## src/rtl/uart_fifo_pkg.sv

```systemverilog
package uart_fifo_pkg;
  typedef enum logic [1:0] {
    TRIG_ONE     = 2'b00,
    TRIG_QUARTER = 2'b01,
    TRIG_HALF    = 2'b10,
    TRIG_NEAR    = 2'b11
  } trig_sel_e;

  // threshold in bytes for a queue of the given depth
  function automatic int unsigned trig_bytes(input trig_sel_e sel, input int unsigned depth);
    case (sel)
      TRIG_ONE:     return 1;
      TRIG_QUARTER: return depth / 4;
      TRIG_HALF:    return depth / 2;
      default:      return depth - 2;
    endcase
  endfunction
endpackage

```

## src/rtl/byte_fifo.sv

```systemverilog
module byte_fifo #(
  parameter int unsigned DW    = 8,
  parameter int unsigned DEPTH = 16,
  localparam int unsigned AW   = $clog2(DEPTH),
  localparam int unsigned LW   = $clog2(DEPTH + 1)
) (
  input  logic          clk_i,
  input  logic          rst_ni,
  input  logic          push_i,
  input  logic [DW-1:0] wdata_i,
  input  logic          pop_i,
  input  logic          flush_i,
  output logic [DW-1:0] rdata_o,
  output logic [LW-1:0] level_o,
  output logic          empty_o,
  output logic          full_o
);
  logic [DW-1:0] mem_q [DEPTH];
  logic [AW-1:0] wr_q, rd_q;
  logic [LW-1:0] level_q;
  logic          do_push, do_pop;

  function automatic logic [AW-1:0] nxt(input logic [AW-1:0] p);
    return (p == AW'(DEPTH - 1)) ? '0 : p + 1'b1;
  endfunction

  assign empty_o = (level_q == '0);
  assign full_o  = (level_q == LW'(DEPTH));
  assign do_pop  = pop_i && !empty_o && !flush_i;
  // a pop on a full queue frees the slot the push needs
  assign do_push = push_i && (!full_o || do_pop) && !flush_i;

  always_ff @(posedge clk_i) begin
    if (do_push) mem_q[wr_q] <= wdata_i;
  end

  always_ff @(posedge clk_i or negedge rst_ni) begin
    if (!rst_ni) begin
      wr_q    <= '0;
      rd_q    <= '0;
      level_q <= '0;
    end else if (flush_i) begin
      wr_q    <= '0;
      rd_q    <= '0;
      level_q <= '0;
    end else begin
      if (do_push) wr_q <= nxt(wr_q);
      if (do_pop)  rd_q <= nxt(rd_q);
      case ({do_push, do_pop})
        2'b10:   level_q <= level_q + 1'b1;
        2'b01:   level_q <= level_q - 1'b1;
        default: level_q <= level_q;
      endcase
    end
  end

  assign rdata_o = mem_q[rd_q];
  assign level_o = level_q;

  p_level_bound_r3: assert property (@(posedge clk_i) disable iff (!rst_ni)
    level_q <= LW'(DEPTH));
  p_full_drop_r3: assert property (@(posedge clk_i) disable iff (!rst_ni)
    (full_o && push_i && !pop_i && !flush_i) |=> (full_o && $stable(rd_q)));
  p_pushpop_hold_r5: assert property (@(posedge clk_i) disable iff (!rst_ni)
    (!empty_o && push_i && pop_i && !flush_i) |=> $stable(level_q));
  p_empty_pop_r5: assert property (@(posedge clk_i) disable iff (!rst_ni)
    (empty_o && pop_i && !push_i && !flush_i) |=> empty_o);
  p_flush_clear_r6: assert property (@(posedge clk_i) disable iff (!rst_ni)
    flush_i |=> (empty_o && rd_q == wr_q));
endmodule

```

## src/rtl/rx_trigger.sv

```systemverilog
module rx_trigger
  import uart_fifo_pkg::*;
#(
  parameter int unsigned DEPTH = 16,
  localparam int unsigned LW   = $clog2(DEPTH + 1)
) (
  input  logic          clk_i,
  input  logic          rst_ni,
  input  logic [LW-1:0] level_i,
  input  logic [1:0]    trig_sel_i,
  input  logic          push_i,
  input  logic          pop_i,
  input  logic          flush_i,
  input  logic          full_i,
  output logic          req_o,
  output logic          overrun_o
);
  logic [LW-1:0] thr;
  logic          ovf_q;

  assign thr   = LW'(trig_bytes(trig_sel_e'(trig_sel_i), DEPTH));
  assign req_o = (level_i >= thr);

  always_ff @(posedge clk_i or negedge rst_ni) begin
    if (!rst_ni)                            ovf_q <= 1'b0;
    else if (flush_i)                       ovf_q <= 1'b0;
    else if (push_i && full_i && !pop_i)    ovf_q <= 1'b1;
  end
  assign overrun_o = ovf_q;

  p_ovf_set_r4: assert property (@(posedge clk_i) disable iff (!rst_ni)
    (push_i && full_i && !pop_i && !flush_i) |=> overrun_o);
  p_ovf_sticky_r4: assert property (@(posedge clk_i) disable iff (!rst_ni)
    (overrun_o && !flush_i) |=> overrun_o);
  p_ovf_flush_r6: assert property (@(posedge clk_i) disable iff (!rst_ni)
    flush_i |=> !overrun_o);
  p_req_empty_r7: assert property (@(posedge clk_i) disable iff (!rst_ni)
    (level_i == '0) |-> !req_o);
endmodule

```

## src/rtl/uart_fifo_pair.sv

```systemverilog
module uart_fifo_pair #(
  parameter int unsigned DW    = 8,
  parameter int unsigned DEPTH = 16,
  localparam int unsigned LW   = $clog2(DEPTH + 1)
) (
  input  logic          clk_i,
  input  logic          rst_ni,
  input  logic          rx_push_i,
  input  logic [DW-1:0] rx_wdata_i,
  input  logic          rx_pop_i,
  input  logic          rx_flush_i,
  input  logic [1:0]    rx_trig_sel_i,
  output logic [DW-1:0] rx_rdata_o,
  output logic [LW-1:0] rx_level_o,
  output logic          rx_empty_o,
  output logic          rx_full_o,
  output logic          rx_overrun_o,
  output logic          rx_irq_o,
  output logic          rx_dma_req_o,
  input  logic          tx_push_i,
  input  logic [DW-1:0] tx_wdata_i,
  input  logic          tx_pop_i,
  input  logic          tx_flush_i,
  output logic [DW-1:0] tx_rdata_o,
  output logic [LW-1:0] tx_level_o,
  output logic          tx_empty_o,
  output logic          tx_full_o,
  output logic          tx_irq_o,
  output logic          tx_dma_req_o
);
  byte_fifo #(.DW(DW), .DEPTH(DEPTH)) u_rx_fifo (
    .clk_i, .rst_ni,
    .push_i(rx_push_i), .wdata_i(rx_wdata_i), .pop_i(rx_pop_i), .flush_i(rx_flush_i),
    .rdata_o(rx_rdata_o), .level_o(rx_level_o), .empty_o(rx_empty_o), .full_o(rx_full_o)
  );

  rx_trigger #(.DEPTH(DEPTH)) u_rx_trig (
    .clk_i, .rst_ni,
    .level_i(rx_level_o), .trig_sel_i(rx_trig_sel_i),
    .push_i(rx_push_i), .pop_i(rx_pop_i), .flush_i(rx_flush_i), .full_i(rx_full_o),
    .req_o(rx_dma_req_o), .overrun_o(rx_overrun_o)
  );

  byte_fifo #(.DW(DW), .DEPTH(DEPTH)) u_tx_fifo (
    .clk_i, .rst_ni,
    .push_i(tx_push_i), .wdata_i(tx_wdata_i), .pop_i(tx_pop_i), .flush_i(tx_flush_i),
    .rdata_o(tx_rdata_o), .level_o(tx_level_o), .empty_o(tx_empty_o), .full_o(tx_full_o)
  );

  assign rx_irq_o     = !rx_empty_o;
  assign tx_irq_o     = tx_empty_o;
  assign tx_dma_req_o = !tx_full_o;

  p_irq_level_r9: assert property (@(posedge clk_i) disable iff (!rst_ni)
    rx_irq_o == (rx_level_o != '0));
  p_txirq_r9: assert property (@(posedge clk_i) disable iff (!rst_ni)
    tx_irq_o |-> (tx_level_o == '0 && tx_dma_req_o));
endmodule

```

## config.mk

```make
export PLATFORM = sky130hd
export DESIGN_NAME = uart_fifo_pair
export DESIGN_NICKNAME = d
export VERILOG_FILES = /design/src/rtl/uart_fifo_pkg.sv /design/src/rtl/byte_fifo.sv /design/src/rtl/rx_trigger.sv /design/src/rtl/uart_fifo_pair.sv
export SDC_FILE = /design/constraint.sdc
export NUM_CORES = 1
export LEC_CHECK = 0
export BUFFER_PORTS_ARGS = -buffer_cell sky130_fd_sc_hd__buf_2
export CAP_MARGIN = 20
export CORE_MARGIN = 5
export CORE_UTILIZATION = 66
export CTS_CLUSTER_SIZE = 12
export DETAILED_ROUTE_END_ITERATION = 10
export GPL_ROUTABILITY_DRIVEN = 0
export PLACE_DENSITY = 0.85
export SYNTH_ARGS = -nofsm -noshare
export SYNTH_HDL_FRONTEND = slang
export SYNTH_SLANG_ARGS = --single-unit
```

## constraint.sdc

```tcl
create_clock -name clk_i -period 5.7 [get_ports clk_i]
set_clock_uncertainty 0.2 [all_clocks]
set_input_delay 0.57 -clock clk_i [delete_from_list [all_inputs] [get_ports clk_i]]
set_output_delay 0.57 -clock clk_i [all_outputs]
set_load 0.005 [all_outputs]
```

==> impl_metrics.py <==
metrics = {
    "power": {
        "swShare": 0.258,
        "p_switching_w": 0.00132,
        "p_int_w": 0.00380,
        "p_leak_nw": 4.56,
        "power_density_nw_per_um2": 384,
        "peakVddDrop_mv": 0.271,
        "p_comb_frac": 0.186,
        "pwr-share-seq": 0.476,
        "clkPwrFrac": 0.337,
    },
    "die": {
        "num_rows": 49,
        "core_sq_um": 17900,
        "start_util": 0.668,
        "die_area_sq_um": 20900,
        "dieHeight_microns": 145,
        "die_w_microns": 145,
        "ios": 61,
    },
    "logic_synthesis": {
        "synthCells": 688,
        "synth-seq-area-share": 0.700,
        "synth_edf_count": 256,
        "synth_top_flop_cell": "edfxtp_1",
        "async_flop_share": 0.0954,
        "syn_area_sq_um": 12000,
        "synth_fp_nets": 736,
        "synth.avg_cell_area_sq_um": 17.4,
        "ys_types": 56,
        "yosysWarningCount": 0,
        "ys_ff_latch": 283,
    },
    "timing": {
        "setup_slack_ps": 1920,
        "drv_slew": 0,
        "post-route-min-period_ps": 3780,
        "setup_violations": 0,
        "max_slew_margin": 0.294,
        "fmax_ghz": 0.264,
        "rsz0062_at_grt": "no",
        "setup_tns_ps": 0,
        "tightestPinTransition_ps": 1060,
        "hold_viol_final": 0,
        "fin_crit_sh": 0.663,
    },
    "layout": {
        "syn2layout_area_growth_pct": 11.5,
        "antennaDiodeCount": 0,
        "ff_latch_area_sq_um": 8370,
        "final_net_count": 800,
        "layout-drive-gt1-share": 0.238,
        "fin_area_sq_um": 13300,
        "final_core_utilization": 0.745,
        "nFillCells": 994,
        "multiInputGateArea_sq_um": 3350,
    },
    "route": {
        "firstDrtPassIters": 6,
        "drt-met1-wl_mm": 10.1,
        "wl_met3_mm": 2.29,
        "wl_per_cell_microns": 26.4,
        "drt-initial-drc-count": 797,
        "antenna_left": 0,
        "vias": 6718,
        "wl_met2_mm": 13.4,
        "totalWireLength_mm": 26.5,
        "routed.top_layer": "met4",
        "drt-vias-per-instance": 6.70,
        "drc": 0,
    },
    "clock_network": {
        "insertion_delay_ps": 530,
        "root_buffer": "clkbuf_16",
        "cts_made_buffers": 28,
        "cts.clk_slew.worst_paths_ps": 60,
        "cts.htree.levels": 1,
        "cts_sinks": 283,
        "cts_setup_buffers": 0,
        "cts_tree": "built",
        "clk_path_buf_depth": 3,
        "cts_resized": 0,
    },
    "grt": {
        "overflow": 0,
        "grt_pass1_vias": 6793,
        "grt_start_max_net_pins": 37,
        "grt_pass1_wl_mm": 40.7,
        "grt_use_total": 0.266,
        "grt_antenna_before_repair": 0,
    },
    "critical_path": {
        "start_kind": "flip-flop",
        "reg2reg_slack_ps": 2510,
        "rr_worst_depth": 10,
        "worst_ep_required_time_ps": 4930,
        "path_class": "flip-flop to output port",
        "end_kind": "output port",
        "critPathArrivalTime_ps": 3010,
        "cp_max_fo": 22,
    },
    "placed_design": {
        "place_hpwl_mm": 16.2,
        "dpl-instance-area_sq_um": 12400,
        "io_buffers": 60,
        "place_ws_ps": 2360,
    },
    "run_status": {
        "status": "finished, final reports clean",
    },
    "min_path": {
        "hold_path_class": "input pin to flip-flop",
        "holdPathStages": 2,
    },
    "flow_run": {
        "drv_cap": 0,
    },
}
## area by class of cell
class	count	share of cell area
clock buffer	51	0.0636
clock inverter	1	0.000563
inverter	18	0.00507
multi-input combinational	351	0.251
sequential	283	0.628
tap	229	0.0215
timing repair buffer	70	0.0306
## Yosys cell counts (4+ instances only)
master | number | area [sq um]
inv_1 | 18 | 67.6
buf_2 | 6 | 30.0
nor3_1 | 6 | 30.0
mux2_1 | 8 | 90.1
edfxtp_1 | 256 | 7690
xor2_1 | 8 | 70.1
a21o_1 | 4 | 30.0
and2_1 | 7 | 43.8
o21ai_2 | 4 | 35.0
a22oi_1 | 8 | 60.1
nand2_1 | 31 | 116
ha_1 | 20 | 250
mux4_2 | 56 | 1260
clkbuf_1 | 22 | 82.6
a221oi_1 | 8 | 70.1
buf_6 | 4 | 45.0
mux2i_1 | 28 | 280
nand2b_1 | 8 | 50.1
nor2b_1 | 5 | 31.3
nand3_1 | 4 | 20.0
nor2_1 | 49 | 184
o21ai_0 | 20 | 100
dfrtp_1 | 27 | 676
mux2_2 | 8 | 90.1
a21oi_1 | 27 | 135
or3_1 | 4 | 25.0
## flip-flops by register name (all words and copies together) (netlist names)
| name | count |
|---|---|
| u_rx_fifo.level_o | 5 |
| u_rx_fifo.mem_q | 128 |
| u_rx_fifo.rd_q | 4 |
| u_rx_fifo.wr_q | 4 |
| u_rx_trig.overrun_o | 1 |
| u_tx_fifo.level_o | 5 |
| u_tx_fifo.mem_q | 128 |
| u_tx_fifo.rd_q | 4 |
| u_tx_fifo.wr_q | 4 |
## cells by family (layout without fill, tap and decap cells)
kind of cell    Yosys count  count (layout)  share of synthesized area
simple gates            129             129                     0.0527
flops                   283             283                      0.700
xor+xnor                  9               9                    0.00660
compound gates           91              91                     0.0518
buf+inv                  54             140                     0.0207
mux                     100             100                      0.144
fa+ha+maj                22              22                     0.0243
## through the flow
step                std cells  hold slack [ps]  power (W)
finish                   1003              203    0.00512
CTS                      1001              206    0.00512
global route             1003              215    0.00534
floorplan                 688             74.4    0.00314
detailed placement        948              305    0.00342
global placement          946              281    0.00336
## final timing paths
check	startpoint	end
min in group asynchronous	rst_ni	u_rx_fifo.wr_q[1]$_DFFE_PN0P_
worst max-delay path	u_rx_fifo.rd_q[1]$_DFFE_PN0P_	rx_rdata_o[7]
max in group asynchronous	rst_ni	u_rx_fifo.rd_q[0]$_DFFE_PN0P_
worst max register to register	u_rx_fifo.level_o[1]$_DFFE_PN0P_	u_rx_fifo.level_o[3]$_DFFE_PN0P_
worst min-delay path	rx_flush_i	u_rx_trig.overrun_o$_DFFE_PN0P_
worst min register to register	u_rx_trig.overrun_o$_DFFE_PN0P_	u_rx_trig.overrun_o$_DFFE_PN0P_
## placed cells by master, fill, tap and decap left out, drive strengths merged, types with 6 or more instances in the layout
master | netlist | final
a21oi | 27 | 27
a221oi | 8 | 8
a22oi | 8 | 8
and2 | 7 | 7
buf | 14 | 69
clkbuf | 22 | 51
dfrtp | 27 | 27
edfxtp | 256 | 256
ha | 20 | 20
inv | 18 | 18
mux2 | 16 | 16
mux2i | 28 | 28
mux4 | 56 | 56
nand2 | 32 | 32
nand2b | 9 | 9
nor2 | 50 | 50
nor3 | 6 | 6
o21ai | 26 | 26
xor2 | 8 | 8
## layer usage
| layer | global-route usage | vias up |
|---|---|---|
| li1 | - | 2829 |
| met1 | 0.371 | 3377 |
| met2 | 0.447 | 456 |
| met3 | 0.0443 | 56 |
| met4 | 0.0658 | 0 |
| met5 | 0 | - |
## timing repair
action / 4_1_cts / 5_1_grt
hold buffers: 1 / 0
hold endpoints to repair: 27 / 0
setup endpoints to repair: 0 / 0
## power groups by stage
stage          logic, W  registers (W)  clock network (W)
2_1_floorplan  0.000738        0.00240                  0
3_3_place_gp   0.000843        0.00251                  0
3_5_place_dp   0.000913        0.00250                  0
4_1_cts        0.000927        0.00246            0.00173
5_1_grt         0.00104        0.00245            0.00184
6_report       0.000955        0.00244            0.00173
## worst max-delay path, cell delays in order (launching register included)
cell      delay [ps]
dfrtp_1          730
nor2b_1          940
a221oi_1         260
o21ai_0          260
nand2_1          130
buf_2            150
No activity file was read; power rests on OpenSTA's default activity.
